$ cat src/rtl/mbist_pat_pkg.sv
package mbist_pat_pkg;
  localparam logic [1:0] MODE_CIRC = 2'd2;
  localparam logic [1:0] MODE_LFSR = 2'd3;
  localparam int unsigned RING_LEN = 5;
  localparam int unsigned CB_W     = 8;
endpackage

$ cat src/rtl/mbist_crc_step.sv
module mbist_crc_step #(
  parameter int unsigned       W    = 32,
  parameter logic [W-1:0]      POLY = 32'h04C11DB7
) (
  input  logic [W-1:0] in_i,
  output logic [W-1:0] out_o
);
  // W serial shifts with no data input, unrolled into one cycle
  always_comb begin
    logic [W-1:0] s;
    s = in_i;
    for (int k = 0; k < W; k++) begin
      if (s[W-1]) s = {s[W-2:0], 1'b0} ^ POLY;
      else        s = {s[W-2:0], 1'b0};
    end
    out_o = s;
  end
endmodule

$ cat src/rtl/mbist_pat_ring.sv
module mbist_pat_ring #(
  parameter int unsigned W = 32,
  parameter int unsigned N = 5
) (
  input  logic              clk_i,
  input  logic              rst_ni,
  input  logic              init_i,
  input  logic [W-1:0]      seed_i,
  input  logic              load_i,
  input  logic [W-1:0]      feed_i,
  output logic [N-1:0][W-1:0] ring_o
);
  logic [N-1:0][W-1:0] ring_q;

  for (genvar i = 0; i < N; i++) begin : g_word
    logic [W-1:0] init_val, hop_val;
    if (i == 0) begin : g_head
      assign init_val = seed_i;
      assign hop_val  = feed_i;
    end else begin : g_body
      assign init_val = '0;
      assign hop_val  = {ring_q[i-1][W-2:0], ring_q[i-1][W-1]};
    end
    always_ff @(posedge clk_i or negedge rst_ni) begin
      if (!rst_ni)     ring_q[i] <= '0;
      else if (init_i) ring_q[i] <= init_val;
      else if (load_i) ring_q[i] <= hop_val;
    end
  end

  assign ring_o = ring_q;
endmodule

$ cat src/rtl/mbist_pat_map.sv
module mbist_pat_map #(
  parameter int unsigned W    = 32,
  parameter int unsigned N    = 5,
  parameter int unsigned CB_W = 8,
  localparam int unsigned PAT_W = 4 * W + 2 * CB_W
) (
  input  logic [N-1:0][W-1:0] ring_i,
  input  logic                invert_i,
  output logic [PAT_W-1:0]    pat_o
);
  logic [PAT_W-1:0] raw;
  // late cb | w1 | w2 | early cb | w3 | w4
  assign raw = {ring_i[0][2*CB_W-1:CB_W], ring_i[1], ring_i[2],
                ring_i[0][CB_W-1:0], ring_i[3], ring_i[4]};
  assign pat_o = raw ^ {PAT_W{invert_i}};
endmodule

$ cat src/rtl/mbist_pat_gen.sv
module mbist_pat_gen
  import mbist_pat_pkg::*;
#(
  parameter int unsigned  WORD_W = 32,
  parameter logic [WORD_W-1:0] CRC_POLY = 32'h04C11DB7,
  localparam int unsigned PAT_W  = 4 * WORD_W + 2 * CB_W,
  localparam int unsigned FILL_W = $clog2(RING_LEN + 1)
) (
  input  logic              clk_i,
  input  logic              rst_ni,
  input  logic [1:0]        mode_i,
  input  logic              invert_i,
  input  logic [WORD_W-1:0] seed_i,
  input  logic              start_i,
  input  logic              req_i,
  output logic [PAT_W-1:0]  pat_o,
  output logic              valid_o
);
  logic [RING_LEN-1:0][WORD_W-1:0] ring_w;
  logic [WORD_W-1:0] crc_w, feed_w;
  logic [FILL_W-1:0] fill_q;
  logic lfsr_q, valid_q, load_w, filling_w;

  assign filling_w = (fill_q != '0);
  assign load_w    = !start_i && (filling_w || (req_i && valid_q));
  assign feed_w    = lfsr_q ? crc_w
                            : {ring_w[RING_LEN-1][WORD_W-2:0], ring_w[RING_LEN-1][WORD_W-1]};

  always_ff @(posedge clk_i or negedge rst_ni) begin
    if (!rst_ni) begin
      lfsr_q  <= 1'b0;
      valid_q <= 1'b0;
      fill_q  <= '0;
    end else if (start_i) begin
      lfsr_q  <= (mode_i == MODE_LFSR);
      valid_q <= (mode_i != MODE_LFSR);
      fill_q  <= (mode_i == MODE_LFSR) ? FILL_W'(RING_LEN) : '0;
    end else if (filling_w) begin
      fill_q  <= fill_q - 1'b1;
      valid_q <= (fill_q == FILL_W'(1));
    end
  end

  mbist_crc_step #(.W(WORD_W), .POLY(CRC_POLY)) crc_i (
    .in_i (ring_w[0]),
    .out_o(crc_w)
  );

  mbist_pat_ring #(.W(WORD_W), .N(RING_LEN)) ring_i (
    .clk_i (clk_i),
    .rst_ni(rst_ni),
    .init_i(start_i),
    .seed_i(seed_i),
    .load_i(load_w),
    .feed_i(feed_w),
    .ring_o(ring_w)
  );

  mbist_pat_map #(.W(WORD_W), .N(RING_LEN), .CB_W(CB_W)) map_i (
    .ring_i  (ring_w),
    .invert_i(invert_i),
    .pat_o   (pat_o)
  );

  assign valid_o = valid_q;
endmodule

$ cat config.mk
export PLATFORM = sky130hd
export DESIGN_NAME = mbist_pat_gen
export DESIGN_NICKNAME = d
export VERILOG_FILES = /design/src/rtl/mbist_pat_pkg.sv /design/src/rtl/mbist_crc_step.sv /design/src/rtl/mbist_pat_ring.sv /design/src/rtl/mbist_pat_map.sv /design/src/rtl/mbist_pat_gen.sv
export SDC_FILE = /design/constraint.sdc
export NUM_CORES = 1
export LEC_CHECK = 0
export ABC_CLOCK_PERIOD_IN_PS = 5900
export BUFFER_PORTS_ARGS = -buffer_cell sky130_fd_sc_hd__buf_2
export CORE_MARGIN = 8
export CORE_UTILIZATION = 45
export CTS_CLUSTER_SIZE = 25
export DETAILED_ROUTE_END_ITERATION = 8
export GPL_TIMING_DRIVEN = 0
export HOLD_SLACK_MARGIN = 0.03
export PLACE_DENSITY_LB_ADDON = 0.08
export SYNTH_ARGS = -nofsm -noshare
export SYNTH_HDL_FRONTEND = slang
export SYNTH_SLANG_ARGS = --single-unit
$ cat constraint.sdc
create_clock -name clk_i -period 5.9 [get_ports clk_i]
set_input_delay 1.77 -clock clk_i [delete_from_list [all_inputs] [get_ports clk_i]]
set_output_delay 1.77 -clock clk_i [all_outputs]
set_load 0.02 [all_outputs]
==> impl_metrics.tcl, run 1 <==
set metrics [dict create \
    cp.arrival_ns 3.97 \
    cpMostUsedCell "clkbuf_1" \
    start_util 0.453 \
    postSynthCellCount 1158 \
    syn2layout_area_growth_pct 17.5 \
    synth_area_leaders "dfrtp_1 37%, xor2_1 14%, xnor2_1 9.7%" \
    crit_chain "clkbuf_1 > clkbuf_2 > clkbuf_1 > xor2_1 > buf_2" \
    vias 9084 \
    ys_async_sr_fraction 1.00 \
    ys_types 44 \
    synth_edf_count 0 \
    grt_pass1_vias 9388 \
    final_cell_mix "266 x nand2_1, 187 x buf_2, 181 x xor2_1" \
    yosysTopAreaCellShare 0.366 \
    dp.cells 1671 \
    syn_area_um2 11300 \
    die_y_um 174 \
    n_antenna_cell 0 \
    grt_max_degree 100 \
    grtUsageTotal 0.257 \
    nFillCells 2354 \
    ys_warn_count 0 \
    die_w_um 174 \
    yosys-mux-area-fraction 0.00444 \
    synth_top_family_by_area "XOR/XNOR gates" \
    yosys.area_share.xor_xnor 0.384 \
    slowest_delay_ns 0.64 \
    crit_slowest_cell "clkbuf_1" \
    core_um2 24900 \
    numCtsBuffers 17 \
    wl_per_cell_um 23.1 \
    drv_cap 0 \
    placed_cell_area_um2 12600 \
    grt-ovfl-total 0 \
    antenna_found_initial 0 \
    start_kind "primary input" \
    crit_fanout 10 \
    place.gp.congestion 0.910 \
    cts_setup_buffers 0 \
    worstMarginPinSlew_ns 1.31 \
    cts_max_level 4 \
    post-route-period-util 0.972 \
    setup_viol 0 \
    fin_area_um2 13200 \
    drc 0 \
    seqCellArea_um2 4130 \
    relSlewSlack 0.121 \
    drt-initial-drc-count 787 \
    fmax_ghz 0.174 \
    fin_ws_ns 0.165 \
    avgSynthCellArea_um2 9.73 \
    ys_seq_area_frac 0.366 \
    synth_nets 1200 \
    hold_viol_final 0 \
    yosys.area.top_type "dfrtp_1" \
    dr.pass1.iters 6 \
    path_clk_slew_ns 0.08 \
    num_rows 58 \
    clk_latency_ns 0.44 \
    worstSetupPathType "primary input to output pin" \
    vias_per_cell 5.33 \
    postRouteAntennaNets 0 \
    period_needed_ns 5.74 \
    drive_gt1_frac 0.195 \
    ys_seq_elements 165 \
    multiInputGateArea_um2 6740 \
    rsz0062_at_grt "no" \
    fin_worst_skew_ns 0.0187 \
    min_path_type "flip-flop to flip-flop" \
    ioPinCount 184 \
    yosys_most_used_dff "dfrtp_1" \
    root_buffer "clkbuf_16" \
    post-route-util 0.532 \
    nets 1402 \
    final_common_cell "nand2_1" \
    crit_family "buffers and inverters" \
    run_status "finished clean" \
    clock_path_buffers 2 \
    critPathRequiredTime_ns 4.13 \
    place_hpwl_um 30500 \
    finalNonFillerCells 1703 \
    cp-end-kind "output pin" \
    ctsHoldBuffers 0 \
    cts_tree "done" \
    critPathBufInv 4 \
    dp_slack_ns 0.0181 \
    synthAdderAreaFrac 0.00333 \
    clock_sinks 165 \
    dieArea_um2 30400 \
    synthSimpleGateAreaFrac 0.101 \
    totalWireLength_um 39400 \
    numPortBuffers 182 \
    synth_compound_area_frac 0.106 \
    grt_pass1_wl_um 58400 \
    report.final.slew_viol_count 0 \
]
-- Yosys cell counts, drive strengths merged, types with 4 or more instances --
cell and number:
clkbuf 62, o21ai 147, buf 27, xnor3 43
dfrtp 165, a222oi 6, xnor2 146, nor2 28
a211oi 15, a21oi 15, mux2i 5, o22ai 15
xor3 4, xor2 189, nand2 266
-- cells by family (layout without fill, tap and decap cells) --
kind of cell / Yosys count / after routing
muxes: 5 / 5
adders and majority gates: 3 / 3
AOI/OAI and AO/OA: 210 / 210
DFF: 165 / 165
and+or+nand+nor: 300 / 300
xor gates and xnor gates: 382 / 382
buffers and inverters: 93 / 308
-- registers in the layout (all words and copies together) (netlist names) --
| signal | cells |
|---|---|
| fill_q | 3 |
| valid_o | 1 |
| lfsr_q | 1 |
| ring_i.ring_o | 160 |
-- path summary, 6_finish.rpt --
check / depth (start not counted) / from / end / slack (ns)
max: 5 / invert_i / pat_o[45] / 0.16
min: 1 / fill_q[2] / valid_o / 0.51
max reg2reg: 10 / fill_q[0] / ring_i.ring_o[95] / 1.46
min reg2reg: 1 / fill_q[2] / valid_o / 0.51
max in group asynchronous: 2 / rst_ni / ring_i.ring_o[60] / 3.74
min in group asynchronous: 1 / rst_ni / ring_i.ring_o[71] / 1.27
-- worst register-to-register path: stages, from the launching register on --
cell and delay (ns):
dfrtp_1 0.42, inv_1 0.09, ha_1 0.21, nand2b_1 0.18
a211oi_1 1.09, clkbuf_1 0.47, clkbuf_1 0.58, clkbuf_1 0.60
clkbuf_1 0.51, nand2_1 0.10, o21ai_0 0.10
-- layout make-up --
type / instances / area share
multi-input combinational: 900 / 0.509
inverter: 4 / 0.00113
tap: 330 / 0.0312
buffer: 89 / 0.0290
clock buffer: 17 / 0.0321
clock inverter: 15 / 0.0142
timing repair buffer: 183 / 0.0716
sequential: 165 / 0.312
-- routing by layer --
layer  GRT usage  vias to the layer above  part of all wire
li1            -                     4160                 -
met1       0.338                     4546              0.43
met2       0.426                      315              0.48
met3      0.0365                       63             0.054
met4      0.0873                        0             0.029
met5           0                        -                 0
-- per-stage QoR --
stage	hold slack, ns	TNS (ns)
CTS	0.513	0
detailed placement	0.488	0
floorplan	0.467	0
global route	0.543	0
global placement	0.488	-0.953
finish	0.508	0
-- what timing repair did --
item | in CTS | in global routing
endpoints found under the setup margin | 0 | 60
gates resized for setup | 0 | 3
endpoints found under the hold margin | 0 | 0
Power of run 1 is not shown: default switching activity piles up to over one toggle a cycle in this logic, so the estimate is an artifact.
==> run 2, diff against run 1 <==
- PLACE_DENSITY_LB_ADDON: 0.08 -> 0.05
==> run 2 against run 1 <==
Cell count did not move. Wire length increased by 2.3%. Worst setup slack better by 0.0034 ns. Register-to-register slack better by 0.37 ns. Non-clock buffer count did not move. Maximum frequency hardly changed. Core utilization is 0.055 points lower. First-iteration DRC count shrank 2.2%. Sequential share of layout area barely moved. Hold slack worse by 0.0073 ns. Global-route usage rose by 1.2 points. Via count shrank 0.37%. Critical path type unchanged.
==> impl_metrics.tcl, run 2 (same netlist as run 1, synthesis figures left out) <==
set metrics [dict create \
    grtUsageTotal 0.268 \
    postRouteAntennaNets 0 \
    clock_path_buffers 2 \
    post-route-period-util 0.972 \
    antenna_found_initial 0 \
    drive_gt1_frac 0.195 \
    rsz0062_at_grt "no" \
    grt_max_degree 114 \
    numPortBuffers 182 \
    fin_worst_skew_ns 0.0144 \
    ioPinCount 184 \
    start_util 0.453 \
    worst_hold_startpoint "fill_q[2]" \
    cp-end-kind "output pin" \
    crit_fanout 10 \
    vias_per_cell 5.31 \
    slowest_delay_ns 0.61 \
    grt-ovfl-total 0 \
    report.final.slew_viol_count 0 \
    root_buffer "clkbuf_16" \
    cts_setup_buffers 0 \
    cp.arrival_ns 3.96 \
    grt_pass1_vias 9553 \
    drc 0 \
    cts_max_level 4 \
    cpMostUsedCell "clkbuf_1" \
    place.gp.congestion 0.926 \
    crit_chain "clkbuf_1 > clkbuf_2 > clkbuf_1 > xor2_1 > buf_2" \
    nets 1402 \
    syn2layout_area_growth_pct 17.4 \
    die_w_um 174 \
    wl_per_cell_um 23.7 \
    min_path_type "flip-flop to flip-flop" \
    dr.pass1.iters 5 \
    hold_viol_final 0 \
    clk_latency_ns 0.44 \
    grt_pass1_wl_um 60900 \
    relSlewSlack 0.302 \
    holdPathStages 1 \
    regToRegEndpoint "ring_i.ring_o[49]" \
    r2r_slack_ns 1.83 \
    critPathBufInv 4 \
    drv_cap 0 \
    num_rows 58 \
    final_cell_mix "266 x nand2_1, 187 x buf_2, 181 x xor2_1" \
    final_common_cell "nand2_1" \
    crit_family "buffers and inverters" \
    worstSetupPathType "primary input to output pin" \
    setup_viol 0 \
    largest_reg_flops 160 \
    fmax_ghz 0.174 \
    totalWireLength_um 40300 \
    vias 9050 \
    crit_slowest_cell "clkbuf_1" \
    worstMarginPinSlew_ns 1.04 \
    min_delay_worst_endpoint "valid_o" \
    start_kind "primary input" \
    place_hpwl_um 30800 \
    critPathRequiredTime_ns 4.13 \
    core_um2 24900 \
    dp.cells 1671 \
    clock_sinks 165 \
    cts_tree "done" \
    dieArea_um2 30400 \
    path_clk_slew_ns 0.08 \
    drt-initial-drc-count 770 \
    regToRegStartpoint "fill_q[0]" \
    run_status "finished clean" \
    numCtsBuffers 17 \
    die_y_um 174 \
    r2r_cells 10 \
    cp.depth 5 \
    n_antenna_cell 0 \
    period_needed_ns 5.73 \
    finalNonFillerCells 1703 \
]
[run 2: changes by cell type in the layout (fill, tap and decap cells not counted), moves of 2 or more]
| cell | before | now |
|---|---|---|
| clkinvlp_4 | 0 | 2 |
| clkinv_4 | 2 | 4 |
| inv_6 | 2 | 0 |
| clkinv_8 | 7 | 3 |
[run 2: per-stage QoR]
step | area, µm² | hold slack [ns] | TNS [ns] | setup WS, ns | util
finish | 13200 | 0.500 | 0 | 0.168 | 0.531
detailed placement | 12600 | 0.488 | -0.526 | -0.0552 | 0.507
CTS | 13200 | 0.505 | 0 | 0.159 | 0.531
floorplan | 11300 | 0.467 | 0 | 0.926 | -
global placement | 12600 | 0.483 | -0.236 | -0.0302 | 0.506
global route | 13200 | 0.529 | 0 | 0.0418 | 0.531
[run 2: worst max path at each step]
stage	slack, ns	start	end
floorplan	0.93	invert_i	pat_o[42]
global placement	-0.03	invert_i	pat_o[63]
detailed placement	-0.06	invert_i	pat_o[62]
CTS	0.16	invert_i	pat_o[62]
global route	0.04	invert_i	pat_o[62]
finish	0.17	invert_i	pat_o[64]
[run 2: layer usage]
| layer | vias to the layer above | track usage | share of wire |
|---|---|---|---|
| met5 | - | 0 | 0 |
| met4 | 0 | 0.0930 | 0.030 |
| met3 | 61 | 0.0488 | 0.062 |
| met2 | 328 | 0.432 | 0.47 |
| met1 | 4484 | 0.357 | 0.43 |
| li1 | 4177 | - | - |
[run 2: final cells by class]
class,instances,area (µm²)
inverters,4,15.0
clock buffers,18,439
multi-input cells,900,6740
flip-flops and latches,165,4130
well taps,330,413
repair buffers,183,948
clock inverters,14,160
plain buffers,89,384
fillers,2389,11700
[run 2: what timing repair did]
action	CTS	global route
endpoints found under the setup margin	38	0
gates resized for setup	1	0
hold buffers	0	0
[run 2: worst register-to-register path: cells and delay by family, from the launching register on]
| kind | cells | cell delay (ns) |
|---|---|---|
| DFF | 1 | 0.41 |
| and+or+nand+nor | 2 | 0.30 |
| buffers and inverters | 5 | 2.16 |
| adders and majority gates | 1 | 0.21 |
| AOI/OAI and AO/OA | 2 | 0.89 |
Power of run 2 is left out for the same reason.
==> run 3, diff against run 2 <==
--- a/config.mk
+++ b/config.mk
@@ -9,3 +9,2 @@
 export BUFFER_PORTS_ARGS = -buffer_cell sky130_fd_sc_hd__buf_2
-export CORE_MARGIN = 8
 export CORE_UTILIZATION = 45
==> constraint.sdc (replaced) <==
create_clock -name clk_i -period 5.9 [get_ports clk_i]
set_input_delay 0.295 -clock clk_i [delete_from_list [all_inputs] [get_ports clk_i]]
set_output_delay 0.295 -clock clk_i [all_outputs]
set_load 0.02 [all_outputs]
==> run 3 against run 2 <==
Sequential cell count did not move. Cell area barely moved. Non-clock buffer count rose by 1. Worst setup slack improved by 1.5 ns. Wire length fell by 4.4%. Critical path depth rose by 5. Core utilization rose by 0.90 points. Register-to-register slack got worse by 0.15 ns. Sequential share of layout area barely moved. Maximum frequency rose by 36%. Hold slack got worse by 0.38 ns.
==> impl_metrics.tcl, run 3 (same netlist as run 1, synthesis figures left out) <==
set metrics [dict create \
    run_status "finished clean" \
    numCtsBuffers 17 \
    post-route-period-util 0.715 \
    drc 0 \
    grt_max_degree 103 \
    grt_pass1_wl_um 57000 \
    root_buffer "clkbuf_16" \
    crit_slowest_cell "a211oi_1" \
    die_w_um 160 \
    drt-initial-drc-count 836 \
    drive_gt1_frac 0.194 \
    totalWireLength_um 38600 \
    report.final.slew_viol_count 0 \
    relSlewSlack 0.287 \
    start_util 0.461 \
    regToRegEndpoint "ring_i.ring_o[38]" \
    critPathRequiredTime_ns 6.25 \
    numPortBuffers 182 \
    core_um2 24500 \
    dieArea_um2 25700 \
    r2r_cells 10 \
    num_rows 57 \
    cp.arrival_ns 4.57 \
    rsz0062_at_grt "no" \
    cts_tree "done" \
    fin_ws_ns 1.68 \
    setup_viol 0 \
    fin_setup_tns_ns 0 \
    grt_pass1_vias 9013 \
    placed_cell_area_um2 12600 \
    hold_ws_ns 0.120 \
    die_y_um 160 \
    r2r_slack_ns 1.68 \
    start_kind "flip-flop" \
    path_clk_slew_ns 0.08 \
    regToRegStartpoint "fill_q[0]" \
    clk_latency_ns 0.44 \
    crit_chain "inv_1 > ha_1 > nand2b_1 > a211oi_1 > clkbuf_1 > clkbuf_1 > clkbuf_1 > clkbuf_1 > nand2_1 > o21ai_0" \
    grt-ovfl-total 0 \
    antenna_found_initial 0 \
    syn2layout_area_growth_pct 17.3 \
    clock_sinks 165 \
    wl_per_cell_um 22.7 \
    clock_path_buffers 2 \
    vias_per_cell 5.33 \
    n_antenna_cell 0 \
    worstMarginPinSlew_ns 1.06 \
    fin_area_um2 13200 \
    worstSetupPathType "flip-flop to flip-flop" \
    crit_fanout 10 \
    cp-startpoint "fill_q[0]" \
    largest_reg_flops 160 \
    ioPinCount 184 \
    min_path_type "primary input to flip-flop" \
    fmax_ghz 0.237 \
    hold_viol_final 0 \
    dp_slack_ns 1.75 \
    ctsResizeCount 0 \
    place_hpwl_um 29400 \
    final_cell_mix "266 x nand2_1, 187 x buf_2, 181 x xor2_1" \
    slowest_delay_ns 0.93 \
    cp-end-kind "flip-flop" \
    drv_cap 0 \
    cts_max_level 4 \
    nets 1403 \
    grtUsageTotal 0.305 \
    postRouteAntennaNets 0 \
    vias 9053 \
    cpMostUsedCell "clkbuf_1" \
    final_common_cell "nand2_1" \
    period_needed_ns 4.22 \
    fin_worst_skew_ns 0.0147 \
    place.gp.congestion 0.915 \
    dr.pass1.iters 9 \
    crit_path_end "ring_i.ring_o[38]" \
]
## run 3: cell types whose count changed in the layout (fill, tap and decap cells not counted), sizes merged
cell / change
bufinv: +1
dlygate4sd3: +1
inv: +3
clkinv: -4
## run 3: what timing repair did
| action | CTS | global route |
|---|---|---|
| hold endpoints to repair | 63 | 0 |
| hold buffers | 1 | 0 |
| buffers inserted | 0 | 0 |
## run 3: metrics by stage
step | instances | utilization
after global placement | 1664 | 0.514
final | 1698 | 0.540
after global routing | 1698 | 0.540
after CTS | 1698 | 0.540
after floorplan | 1158 | -
after detailed placement | 1665 | 0.516
## run 3: per-layer routing
layer / global-route usage / part of all wire / vias up
li1: - / - / 4168
met1: 0.422 / 0.44 / 4457
met2: 0.489 / 0.47 / 370
met3: 0.0457 / 0.065 / 58
met4: 0.103 / 0.027 / 0
met5: 0 / 0 / -
## run 3: how the worst min path moves through the flow
stage	from	end	slack, ns	cells past startpoint
finish	seed_i[29]	ring_i.ring_o[29]	0.12	2
global route	seed_i[29]	ring_i.ring_o[29]	0.12	2
CTS	seed_i[29]	ring_i.ring_o[29]	0.12	2
detailed placement	rst_ni	ring_i.ring_o[106]	0.27	1
global placement	fill_q[2]	valid_o	0.49	1
floorplan	rst_ni	fill_q[0]	-0.0006	0
## run 3: final cells by class
type	instances	area, µm²
sequential	165	4130
clock inverter	14	160
multi-input combinational	900	6740
tap	324	405
buffer	89	383
clock buffer	18	429
fill	2312	11200
timing repair buffer	184	958
inverter	4	15.0
## run 3: critical path: cells and delay by family (launching register included)
family	cells	cell delay, ns
simple gates	2	0.33
buf+inv	5	2.13
fa+ha+maj	1	0.22
compound gates	2	1.04
flops	1	0.42
Power of run 3 is left out for the same reason.
